<file path="config.mk">
export PLATFORM = sky130hd
export DESIGN_NAME = ss_ramp_seq
export DESIGN_NICKNAME = d
export VERILOG_FILES = /design/src/rtl/ss_seq_pkg.sv /design/src/rtl/ss_step_timer.sv /design/src/rtl/ss_step_index.sv /design/src/rtl/ss_ramp_seq.sv
export SDC_FILE = /design/constraint.sdc
export NUM_CORES = 1
export LEC_CHECK = 0
export BUFFER_PORTS_ARGS = -buffer_cell sky130_fd_sc_hd__buf_2
export CAP_MARGIN = 10
export CELL_PAD_IN_SITES_DETAIL_PLACEMENT = 1
export CELL_PAD_IN_SITES_GLOBAL_PLACEMENT = 1
export CORE_MARGIN = 5
export CORE_UTILIZATION = 41
export DETAILED_ROUTE_END_ITERATION = 10
export PLACE_DENSITY_LB_ADDON = 0.12
export SLEW_MARGIN = 10
export SYNTH_ARGS = -nofsm -noshare
export SYNTH_HDL_FRONTEND = slang
export SYNTH_SLANG_ARGS = --single-unit
</file>
<file path="constraint.sdc">
create_clock -name clk -period 1.55 [get_ports clk]
set_input_delay 0.0775 -clock clk [delete_from_list [all_inputs] [get_ports clk]]
set_output_delay 0.0775 -clock clk [all_outputs]
set_load 0.01 [all_outputs]
</file>
<file path="src/rtl/ss_seq_pkg.sv">
package ss_seq_pkg;
   typedef enum logic [1:0] {
      SS_IDLE = 2'd0,
      SS_RAMP = 2'd1,
      SS_DONE = 2'd2
   } ss_state_e;
endpackage

</file>
<file path="src/rtl/ss_step_timer.sv">
// Counts clock cycles inside one ramp level and flags the last one.
module ss_step_timer #(
   parameter int STEP_CYCLES = 400000
) (
   input  logic clk,
   input  logic rst_n,
   input  logic clr_i,
   input  logic run_i,
   output logic last_o
);
   localparam int CNT_W = (STEP_CYCLES > 1) ? $clog2(STEP_CYCLES) : 1;

   initial begin
      if (STEP_CYCLES < 1) $error("STEP_CYCLES must be at least 1");
   end

   generate
      if (STEP_CYCLES == 1) begin : g_single
         // Every cycle of a level is its last one.
         assign last_o = 1'b1;
      end else begin : g_count
         logic [CNT_W-1:0] cnt_q;
         assign last_o = (cnt_q == CNT_W'(STEP_CYCLES - 1));
         always_ff @(posedge clk or negedge rst_n) begin
            if (!rst_n)                         cnt_q <= '0;
            else if (clr_i || !run_i || last_o) cnt_q <= '0;
            else                                cnt_q <= cnt_q + 1'b1;
         end
      end
   endgenerate
endmodule

</file>
<file path="src/rtl/ss_step_index.sv">
// Holds the current ramp level and advances it on each level end.
module ss_step_index #(
   parameter int NUM_STEPS = 4,
   parameter int IDX_W     = 2
) (
   input  logic             clk,
   input  logic             rst_n,
   input  logic             clr_i,
   input  logic             adv_i,
   output logic [IDX_W-1:0] idx_o,
   output logic             final_o
);
   initial begin
      if (NUM_STEPS < 2)            $error("NUM_STEPS must be at least 2");
      if ((1 << IDX_W) < NUM_STEPS) $error("IDX_W too narrow for NUM_STEPS");
   end

   logic [IDX_W-1:0] idx_q;
   assign idx_o   = idx_q;
   assign final_o = (idx_q == IDX_W'(NUM_STEPS - 1));

   always_ff @(posedge clk or negedge rst_n) begin
      if (!rst_n)                 idx_q <= '0;
      else if (clr_i)             idx_q <= '0;
      else if (adv_i && !final_o) idx_q <= idx_q + 1'b1;
   end
endmodule

</file>
<file path="src/rtl/ss_ramp_seq.sv">
// Stepped soft-start sequencer: staircase reference code plus protection mask.
module ss_ramp_seq #(
   parameter int STEP_CYCLES = 400000,
   parameter int NUM_STEPS   = 4,
   parameter int CODE_W      = $clog2(NUM_STEPS + 1)
) (
   input  logic              clk,
   input  logic              rst_n,
   input  logic              start_i,
   input  logic              abort_i,
   output logic [CODE_W-1:0] ref_step_o,
   output logic              ramp_active_o,
   output logic              olp_mask_o,
   output logic              sw_allow_o
);
   import ss_seq_pkg::*;

   localparam int IDX_W = $clog2(NUM_STEPS);

   initial begin
      if ((1 << CODE_W) <= NUM_STEPS) $error("CODE_W cannot encode the release code");
   end

   ss_state_e        state_q;
   logic             restart;
   logic             in_ramp;
   logic             lvl_end;
   logic             lvl_final;
   logic [IDX_W-1:0] idx;

   assign restart = start_i | abort_i;
   assign in_ramp = (state_q == SS_RAMP);

   ss_step_timer #(.STEP_CYCLES(STEP_CYCLES)) i_timer (
      .clk    (clk),
      .rst_n  (rst_n),
      .clr_i  (restart),
      .run_i  (in_ramp),
      .last_o (lvl_end)
   );

   ss_step_index #(.NUM_STEPS(NUM_STEPS), .IDX_W(IDX_W)) i_index (
      .clk     (clk),
      .rst_n   (rst_n),
      .clr_i   (restart),
      .adv_i   (in_ramp && lvl_end),
      .idx_o   (idx),
      .final_o (lvl_final)
   );

   always_ff @(posedge clk or negedge rst_n) begin
      if (!rst_n)                              state_q <= SS_IDLE;
      else if (abort_i)                        state_q <= SS_IDLE;
      else if (start_i)                        state_q <= SS_RAMP;
      else if (in_ramp && lvl_end && lvl_final) state_q <= SS_DONE;
   end

   always_comb begin
      ref_step_o    = (state_q == SS_DONE) ? CODE_W'(NUM_STEPS) : CODE_W'(idx);
      ramp_active_o = in_ramp;
      olp_mask_o    = (state_q != SS_DONE);
      sw_allow_o    = (state_q != SS_IDLE);
   end
endmodule

</file>
## Yosys cells after proc, flatten, opt, wreduce, memory -nomap -nowiden

Cells that the tools add are included.

- Register bits after elaboration: 23
- Input port bits: 4
- Output and inout port bits: 6
- Word-level logic and storage cells: 28

- Add/sub/neg operators: 2
- Eq/ne operators: 5
- Muxes and demuxes: 7
- Bitwise logic cells: 1
- Reductions and logical operators: 10

Operator list:

| operator | number |
|---|---|
| $add A19 B1 Y19 const B | 1 |
| $eq A19 B19 Y1 const B | 1 |
| $mux W19 | 1 |
| $mux W2 | 5 |
| $eq A2 B2 Y1 const B | 2 |
| $reduce_bool A2 Y1 | 2 |
| $logic_and A1 B1 Y1 | 3 |
| $mux W3 | 1 |
| $reduce_bool A3 Y1 | 1 |
| $add A2 B1 Y2 const B | 1 |
| $eq A2 B1 Y1 const B | 1 |
| $logic_not A1 Y1 | 2 |
| $logic_or A1 B1 Y1 | 2 |
| $ne A2 B2 Y1 const B | 1 |
| $or A1 B1 Y1 | 1 |

## Depth between registers and ports, before layout

Gate-level depths: netlist of the first run.

- Depth after elaboration: 6
- Mapped depth: 6
- Mapped depth without buffers: 5

## Modules after synthesis

From an unflattened synthesis of the first run, not the netlist that was laid out.

- Cell total of the unflattened synthesis: 125
- Area total of the unflattened synthesis: 1244.9 um^2

Modules (own cells, without submodules):

| module | times used | cells an instance | area each (um^2) | sequential area each (um^2) |
|---|---|---|---|---|
| ss_step_timer | 1 | 100 | 997.2 | 475.5 |
| ss_ramp_seq | 1 | 15 | 123.9 | 50.0 |
| ss_step_index | 1 | 10 | 123.9 | 50.0 |

## Worst setup path after synthesis of the first run

Ideal clock, no wire load.

- Path kind: flip-flop to flip-flop
- Start: register i_timer.g_count.cnt_q[0]
- End: register i_index.idx_q[0] (netlist: i_index.idx_o[0])
- Library setup time: 0.077 ns
- Arrival: 1.638 ns
- Required time: 1.473 ns
- Setup slack: -0.166 ns
- Cell stages (with the launch flop): 6
- Buffers on the path: 0
- Period minus slack after synthesis: 1.716 ns
- Cells stage by stage: dfrtp_1 -> ha_1 -> nand3_4 -> or4_4 -> or3_1 -> a21oi_1

- Word-level cells in the longest chain between the ends: 4

Ends and longest elaborated chain:

| what | line | text |
|---|---|---|
| from (decl) | ss_step_timer.sv:22 | `logic [CNT_W-1:0] cnt_q;` |
| from (signal assigned) | ss_step_timer.sv:27 | `else cnt_q <= cnt_q + 1'b1;` |
| $eq A19 B19 Y1 | ss_step_timer.sv:23 | `assign last_o = (cnt_q == CNT_W'(STEP_CYCLES - 1));` |
| $logic_and A1 B1 Y1 | ss_ramp_seq.sv:46 | `.adv_i (in_ramp && lvl_end),` |
| $logic_and A1 B1 Y1 | ss_step_index.sv:25 | `else if (adv_i && !final_o) idx_q <= idx_q + 1'b1;` |
| $reduce_bool A2 Y1 (no source line) | -- |  |
| to (signal assigned) | ss_step_index.sv:25 |  |
| to (decl) | ss_step_index.sv:18 | `logic [IDX_W-1:0] idx_q;` |

Every way passes these cells.
A chain may end at the register's enable or synchronous reset.

## Worst setup path in the final report of the first run

- Start: register i_index.idx_q[0] (netlist: i_index.idx_o[0])
- End: register i_index.idx_q[0] (netlist: i_index.idx_o[0])

- Word-level cells in the longest chain between the ends: 4
- Elaborated cells on any way between the ends: 7
- Those cells by class: add/sub: 1; eq/ne: 1; mux: 2; reduce/logical: 3

Ends and longest elaborated chain:

| what |
|---|
| parallel branches: the longest is 4 deep, another holds $add A2 B1 Y2 |

Several ways; the timed one is not identified. The select of a mux whose other input is x is not followed.

==> out/metrics.cfg, run 1 <==
[status]
status = finished with violations
violations = setup timing

[synthesis]
ys_top_cells_by_count = nor2_1 (24), dfrtp_1 (23), xnor2_1 (9)
synth.area.top_cells = dfrtp_1 (45%), nor2_1 (7.0%), xnor2_1 (6.1%)
syn_area_per_cell_um2 = 9.53
yosysUniqueCellTypes = 40
yosys_warnings = 0
synth_top_flop_cell = dfrtp_1
ys_ff_latch = 23
netlist_instances = 135
seq_area_frac_synth_pct = 44.7
synth_edf_count = 0
synthArstFlopShare_pct = 100
synth_top_area_cell = dfrtp_1
syn-num-nets = 141
netlist_area_mm2 = 0.00129
synth_most_common_cell = nor2_1
netlist.area_leader.share_pct = 44.7

[clock_tree]
clkSinkCount = 23
worstSkewPairLatency_ns = 0.31
path_clk_slew_ns = 0.13
cts_root_buf = clkbuf_4
cts.path.max_buffers = 2
cts_tree = done
cts_made_buffers = 3
htreeDepth = 1

[floorplan]
initial_core_util_pct = 42.5
dieHeight_um = 66.0
ios = 10
core_mm2 = 0.00303
rows = 20
die_w_um = 66.0
die_area_mm2 = 0.00436

[critical_path]
r2r_cells = 4
crit_buf_inv = 0
critPathMaxFanout = 2
reg2reg_from = i_index.idx_o[0]
cp-start-kind = flop
crit_family = simple AND/OR/NAND/NOR gates
cp_slowest_stage_delay_ns = 0.53
path_cells = ha_2, or4_4, or3_4, a21oi_2
critPathSlowestCell = or4_4
rrSetupSlack_ns = -0.09
arrival_ns = 1.89
worstReg2RegEnd = i_index.idx_o[0]
crit_required_ns = 1.80
worst-setup-path-type = reg -> reg
end_kind = flop

[sta]
period_minus_slack_ns = 1.64
fin_ws_ns = -0.0947
slew_headroom_pct = 64.8
fmax_mhz = 608
tightestPinTransition_ns = 0.528
finalSetupTns_ns = -0.143
report.final.hold_viol_count = 0
finalSetupViolations = 2
clock_skew_ns = 0.00333
timing.final.max_slew_violations = 0
final.period_utilization_pct = 106
rsz0062_at_grt = yes

[power_and_ir_drop]
powerDensity_mw_per_mm2 = 518
leakage_nw = 0.765
peakVddDrop_v = 0.000409
total_power_uw = 944

[routing]
initialDrtViolationCount = 35
viasPerCell = 5.21
post_drt_wl_per_cell_um = 16.8
drc = 0
via_count = 1188
ant_nets = 0
routed_wl_um = 3830
dr.pass1.iters = 3

[grt]
grt_overflow = 0
grt_usage_pct = 18.7
grt_pass1_wl_um = 6240
antenna_found_initial = 0
grt_max_degree = 24
grt_pass1_vias = 1372

[final_layout]
utilization_pct = 60.2
drive_gt1_share_pct = 41.8
fill_cells = 338
nets = 191
antennaDiodeCount = 0
area_growth_pct = 41.6

[min_path]
whs_path_depth = 3
hold_path.class = in -> reg
hold-path-endpoint = i_index.idx_o[0]
worstHoldStart = abort_i

[placement]
port_buffers = 9
dp_hpwl_um = 2770
gp_congestion = 0.802

[run]
maxCapViolations = 0

[report_power, final]
group / internal [mW] / total, mW / switching, mW
Combinational: 0.0273 / 0.0614 / 0.0341
Sequential: 0.603 / 0.605 / 0.00235
Clock: 0.100 / 0.277 / 0.177
[cells in the final DEF, fill, tap and decap left out, types with 3 or more instances in the layout]
| cell type | synthesis | layout |
|---|---|---|
| buf_2 | 2 | 9 |
| nand4b_1 | 3 | 3 |
| nand4_1 | 4 | 4 |
| xnor2_1 | 9 | 8 |
| clkbuf_4 | 0 | 3 |
| nor3_1 | 4 | 4 |
| nor2b_1 | 3 | 3 |
| dfrtp_1 | 23 | 23 |
| a21oi_1 | 5 | 3 |
| buf_4 | 0 | 36 |
| nand2_1 | 7 | 6 |
| inv_1 | 4 | 4 |
| nor2_1 | 24 | 24 |
| xor2_1 | 4 | 4 |
| nor4b_2 | 1 | 3 |
| nand3_1 | 7 | 5 |
[cells by family (layout without fill, tap and decap cells)]
family,Yosys count,in the layout,share of synthesized area (%)
simple gates,75,75,34.7
mux,1,1,0.778
compound gates,13,13,6.32
xor+xnor,13,13,8.85
fa+ha+maj,2,2,1.95
buf+inv,8,57,2.63
flops,23,23,44.7
[worst reg2reg max path, delay by kind of cell, from the launching register on]
| kind | cells | cell delay, ns |
|---|---|---|
| AOI/OAI and AO/OA | 1 | 0.12 |
| adders and majority gates | 1 | 0.19 |
| DFF | 1 | 0.41 |
| and+or+nand+nor | 2 | 0.87 |
[layer usage]
metal	track usage, %	part of all wire (%)	wire (um)	vias to the layer above
met2	36.7	56	2150	16
met4	6.60	1.4	55	0
met3	2.38	2.4	93	6
met5	0	0	0	-
met1	20.2	40	1530	591
li1	-	-	-	575
[flip-flops by register name (all words and copies together) (netlist names)]
signal and cells:
i_timer.g_count.cnt_q 19, i_index.idx_o 2, state_q 2
[worst max-delay path by stage]
stage | startpoint | end | slack (ns) | cells past startpoint
2_1_floorplan | i_index.idx_o[1] | i_index.idx_o[0] | -0.03 | 4
3_3_place_gp | i_timer.g_count.cnt_q[6] | i_timer.g_count.cnt_q[18] | -0.05 | 5
3_5_place_dp | i_index.idx_o[1] | i_index.idx_o[0] | -0.09 | 4
4_1_cts | i_index.idx_o[1] | i_index.idx_o[0] | -0.11 | 4
5_1_grt | i_index.idx_o[1] | i_index.idx_o[0] | -0.16 | 4
6_report | i_index.idx_o[0] | i_index.idx_o[0] | -0.09 | 4
[what timing repair did]
item,4_1_cts,5_1_grt
hold buffers,2,0
setup endpoints to repair,5,25
hold endpoints to repair,24,0
cloned,0,0
setup buffers,2,4
gates resized for setup,5,16
pin swaps,2,6
[layout make-up]
type | instances | area [um2] | area share, %
Sequential cell | 23 | 576 | 31.6
Multi-Input combinational cell | 104 | 783 | 43.0
Tap cell | 44 | 55.1 | 3.02
Clock buffer | 4 | 26.3 | 1.44
Timing Repair Buffer | 49 | 367 | 20.1
Inverter | 4 | 15.0 | 0.824
[through the flow]
step                setup WS, ns  hold WS [ns]  cell area, um2  std cells
global placement         -0.0459        0.0707            1640        216
floorplan                -0.0286        -0.218            1310        135
CTS                       -0.115        0.0637            1710        224
global route              -0.163        0.0500            1820        228
finish                   -0.0947        0.0679            1820        228
detailed placement       -0.0865        0.0880            1640        216
No activity file was read; power rests on OpenSTA's default activity.
==> run 2, diff against run 1 <==
--- a/config.mk
+++ b/config.mk
@@ -5,12 +5,13 @@
 export SDC_FILE = /design/constraint.sdc
 export NUM_CORES = 1
 export LEC_CHECK = 0
+export ABC_AREA = 1
 export BUFFER_PORTS_ARGS = -buffer_cell sky130_fd_sc_hd__buf_2
 export CAP_MARGIN = 10
 export CELL_PAD_IN_SITES_DETAIL_PLACEMENT = 1
 export CELL_PAD_IN_SITES_GLOBAL_PLACEMENT = 1
 export CORE_MARGIN = 5
-export CORE_UTILIZATION = 41
+export CORE_UTILIZATION = 39
 export DETAILED_ROUTE_END_ITERATION = 10
 export PLACE_DENSITY_LB_ADDON = 0.12
 export SLEW_MARGIN = 10
==> run 2 against run 1 <==
Compared with the run above:
- the run now ends clean
- fmax increased by 9.8%
- worst setup slack improved by 0.15 ns
- clock power increased by 39%
- sequential share of layout area increased by 1.1 points
- combinational power increased by 16%
- register-to-register slack improved by 0.15 ns
- non-clock buffer count decreased by 22
- via count increased by 12%
- largest cell class unchanged
- largest power group unchanged
- highest routed layer unchanged
==> out/metrics.cfg, run 2 <==
[clock_tree]
cts_root_buf = clkbuf_8
cts_tree = done
path_clk_slew_ns = 0.08  ; -0.05 ns
clkSinkCount = 23  ; unchanged
worstSkewPairLatency_ns = 0.27  ; -0.04 ns
cts.path.max_buffers = 2  ; unchanged
htreeDepth = 1  ; unchanged
cts_made_buffers = 3  ; unchanged

[power_and_ir_drop]
total_power_mw = 1.06  ; +12%
powerDensity_mw_per_mm2 = 600  ; +16%
leakage_nw = 0.722  ; -5.6%
internal_power_uw = 809  ; +11%
peakVddDrop_v = 0.000300  ; -27%
pwr-share-seq_pct = 57.1  ; -7.0 points
p_comb_share_pct = 6.7  ; +0.2 points
power_switching_uw = 251  ; +18%
clkPwrFrac_pct = 36.3  ; +6.9 points
switching_share_pct = 23.7  ; +1.0 points

[sta]
tightestPinTransition_ns = 0.544  ; +0.0160 ns
rsz0062_at_grt = yes
clock_skew_ns = 0.00173  ; -0.00160 ns
slew_headroom_pct = 63.7  ; -1.1 points
fmax_mhz = 668  ; +9.8%
finalSetupViolations = 0  ; -2
report.final.hold_viol_count = 0  ; unchanged
final.period_utilization_pct = 96.7  ; -9.5 points
timing.final.max_slew_violations = 0  ; unchanged
period_minus_slack_ns = 1.50  ; -0.147 ns

[synthesis]
yosys.area_share.simple_pct = 42.1  ; +7.4 points
netlist_area_mm2 = 0.00143  ; +11%
synthMuxAreaShare_pct = 0  ; -0.78 points
netlist_instances = 185  ; +37%
ys_top_cells_by_count = nand2_1 (35), nor2_1 (34), inv_1 (25)
seq_area_frac_synth_pct = 40.4  ; -4.4 points
syn-num-nets = 191  ; +35%
synthArstFlopShare_pct = 100  ; unchanged
yosysUniqueCellTypes = 23  ; -43%
synth_top_flop_cell = dfrtp_1
syn_area_per_cell_um2 = 7.70  ; -19%
netlist.area_leader.share_pct = 40.4  ; -4.4 points
synth_top_area_cell = dfrtp_1
ys_ff_latch = 23  ; unchanged
synth_top_family_by_area = simple AND/OR/NAND/NOR gates
synth_most_common_cell = nand2_1
synth.area.top_cells = dfrtp_1 (40%), nand2_1 (9.2%), nor2_1 (9.0%)
synth-compound-area-share_pct = 1.93  ; -4.4 points
synth_adder_area_share_pct = 1.76  ; -0.19 points
synth_edf_count = 0  ; unchanged
synth_xor_area_share_pct = 5.53  ; -3.3 points
yosys_warnings = 0  ; unchanged

[critical_path]
cp_num_cells = 6  ; +2
critPathLaunch = i_timer.g_count.cnt_q[1]
critPathMaxFanout = 6  ; +4
arrival_ns = 1.70  ; -0.19 ns
cp-endpoint = i_timer.g_count.cnt_q[14]
cp_slowest_stage_delay_ns = 0.40  ; -0.13 ns
crit_family = simple AND/OR/NAND/NOR gates
critPathSlowestCell = dfrtp_1
path_cells = ha_4, nand3_4, nor3_4, nand3_1, xor2_2, nor2_2
cp-start-kind = flop
crit_required_ns = 1.76  ; -0.04 ns
rrSetupSlack_ns = 0.05  ; +0.15 ns
worstReg2RegEnd = i_timer.g_count.cnt_q[14]
end_kind = flop
r2r_cells = 6  ; +2
crit_buf_inv = 0  ; unchanged
reg2reg_from = i_timer.g_count.cnt_q[1]
worst-setup-path-type = reg -> reg

[final_layout]
layout_common_cells = nand2_1 (35), nor2_1 (29), inv_1 (25)
antennaDiodeCount = 0  ; unchanged
layout_commonest_cell = nand2_1
drive_gt1_share_pct = 30.6  ; -11 points
nets = 223  ; +17%
utilization_pct = 49.0  ; -11 points
largest_reg_flops = 19  ; unchanged
largest-register = i_timer.g_count.cnt_q
area_growth_pct = 24.0

[status]
status = completed

[grt]
grt_usage_pct = 16.5  ; -2.2 points
antenna_found_initial = 0  ; unchanged
grt_pass1_wl_um = 6460  ; +3.5%
grt_overflow = 0  ; unchanged
grt_max_degree = 24  ; unchanged
grt_pass1_vias = 1419  ; +3.4%

[placement]
dp_hpwl_um = 2850  ; +2.8%
gp_congestion = 0.814  ; +1.5%
port_buffers = 9  ; unchanged

[routing]
ant_nets = 0  ; unchanged
post_drt_wl_per_cell_um = 14.7  ; -12%
routed_wl_um = 3890  ; +1.5%
viasPerCell = 5.03  ; -3.5%
via_count = 1328  ; +12%
dr.pass1.iters = 4  ; +1
initialDrtViolationCount = 49  ; +40%
drc = 0  ; unchanged

[floorplan]
rows = 22  ; +10%
ios = 10  ; unchanged
die_w_um = 70.5  ; +6.7%
die_area_mm2 = 0.00496  ; +14%
core_mm2 = 0.00361  ; +19%
initial_core_util_pct = 39.5  ; -3.0 points
dieHeight_um = 70.5  ; +6.7%

[min_path]
hold_path.class = in -> reg

[run]
maxCapViolations = 0  ; unchanged

## run 2: cell count changes in the layout (fill, tap and decap cells not counted), moves of 5 or more
cell and change:
buf_4 -20, inv_1 +21, nand2_1 +29, nand3_1 +9
nor2_1 +5, nor2_2 +17, xnor2_1 -7
## run 2: final cells by class
cell class	instances	area [um2]
clock inverter	1	5.00
timing repair buffer	27	195
fill	454	1840
inverter	26	97.6
multi-input combinational	136	791
clock buffer	3	41.3
sequential	23	577
tap	48	60.1
## run 2: worst min path at each step
stage,start,to,slack [ns],cells past startpoint
6_report,start_i,state_q[0],0.02,3
5_1_grt,start_i,state_q[0],0.02,3
4_1_cts,start_i,state_q[0],0.02,3
3_5_place_dp,rst_n,i_timer.g_count.cnt_q[15],0.10,1
3_3_place_gp,rst_n,i_timer.g_count.cnt_q[15],0.09,1
2_1_floorplan,rst_n,i_index.idx_o[0],-0.22,0
## run 2: logic make-up (layout without fill, tap and decap cells)
logic type,after synthesis,count (layout)
adder cells (fa/ha/maj),2,2
AND/OR/NAND/NOR,119,120
AO/OA/AOI/OAI,5,5
buffers and inverters,27,57
flip-flops,23,23
XOR/XNOR,9,9
## run 2: power by group through the flow
| stage | clock network (mW) | logic (mW) | registers, mW |
|---|---|---|---|
| 2_1_floorplan | 0 | 0.0249 | 0.617 |
| 3_3_place_gp | 0 | 0.0528 | 0.616 |
| 3_5_place_dp | 0 | 0.0549 | 0.617 |
| 4_1_cts | 0.398 | 0.0655 | 0.605 |
| 5_1_grt | 0.424 | 0.0808 | 0.606 |
| 6_report | 0.384 | 0.0710 | 0.605 |
## run 2: worst min-delay path, delay by kind of cell
| kind | cells | cell delay [ns] |
|---|---|---|
| buffers and inverters | 1 | 0.09 |
| and+or+nand+nor | 2 | 0.10 |
## run 2: per-stage QoR
stage                     worst slack [ns]  hold WS (ns)  TNS (ns)  instance area, um2  cells
after CTS                           0.0266        0.0177         0                1660    256
after global routing               -0.0632        0.0207    -0.245                1770    264
final                               0.0519        0.0236         0                1770    264
after floorplan                     0.0839        -0.218         0                1430    185
after global placement              0.0444        0.0927         0                1550    246
after detailed placement           -0.0195         0.105   -0.0327                1550    246
## run 2: timing repair
action,CTS,global route
hold endpoints to repair,23,0
endpoints found under the setup margin,2,18
gates resized for setup,1,11
hold buffers,1,0
gates cloned,0,1
buffers inserted,5,7
pin swaps,0,7
## run 2: layer usage
layer / global-route usage (%) / share of wire, % / vias up
li1: - / - / 646
met1: 19.0 / 42 / 647
met2: 28.9 / 52 / 20
met3: 2.59 / 2.0 / 15
met4: 8.94 / 3.8 / 0
met5: 0 / 0 / -
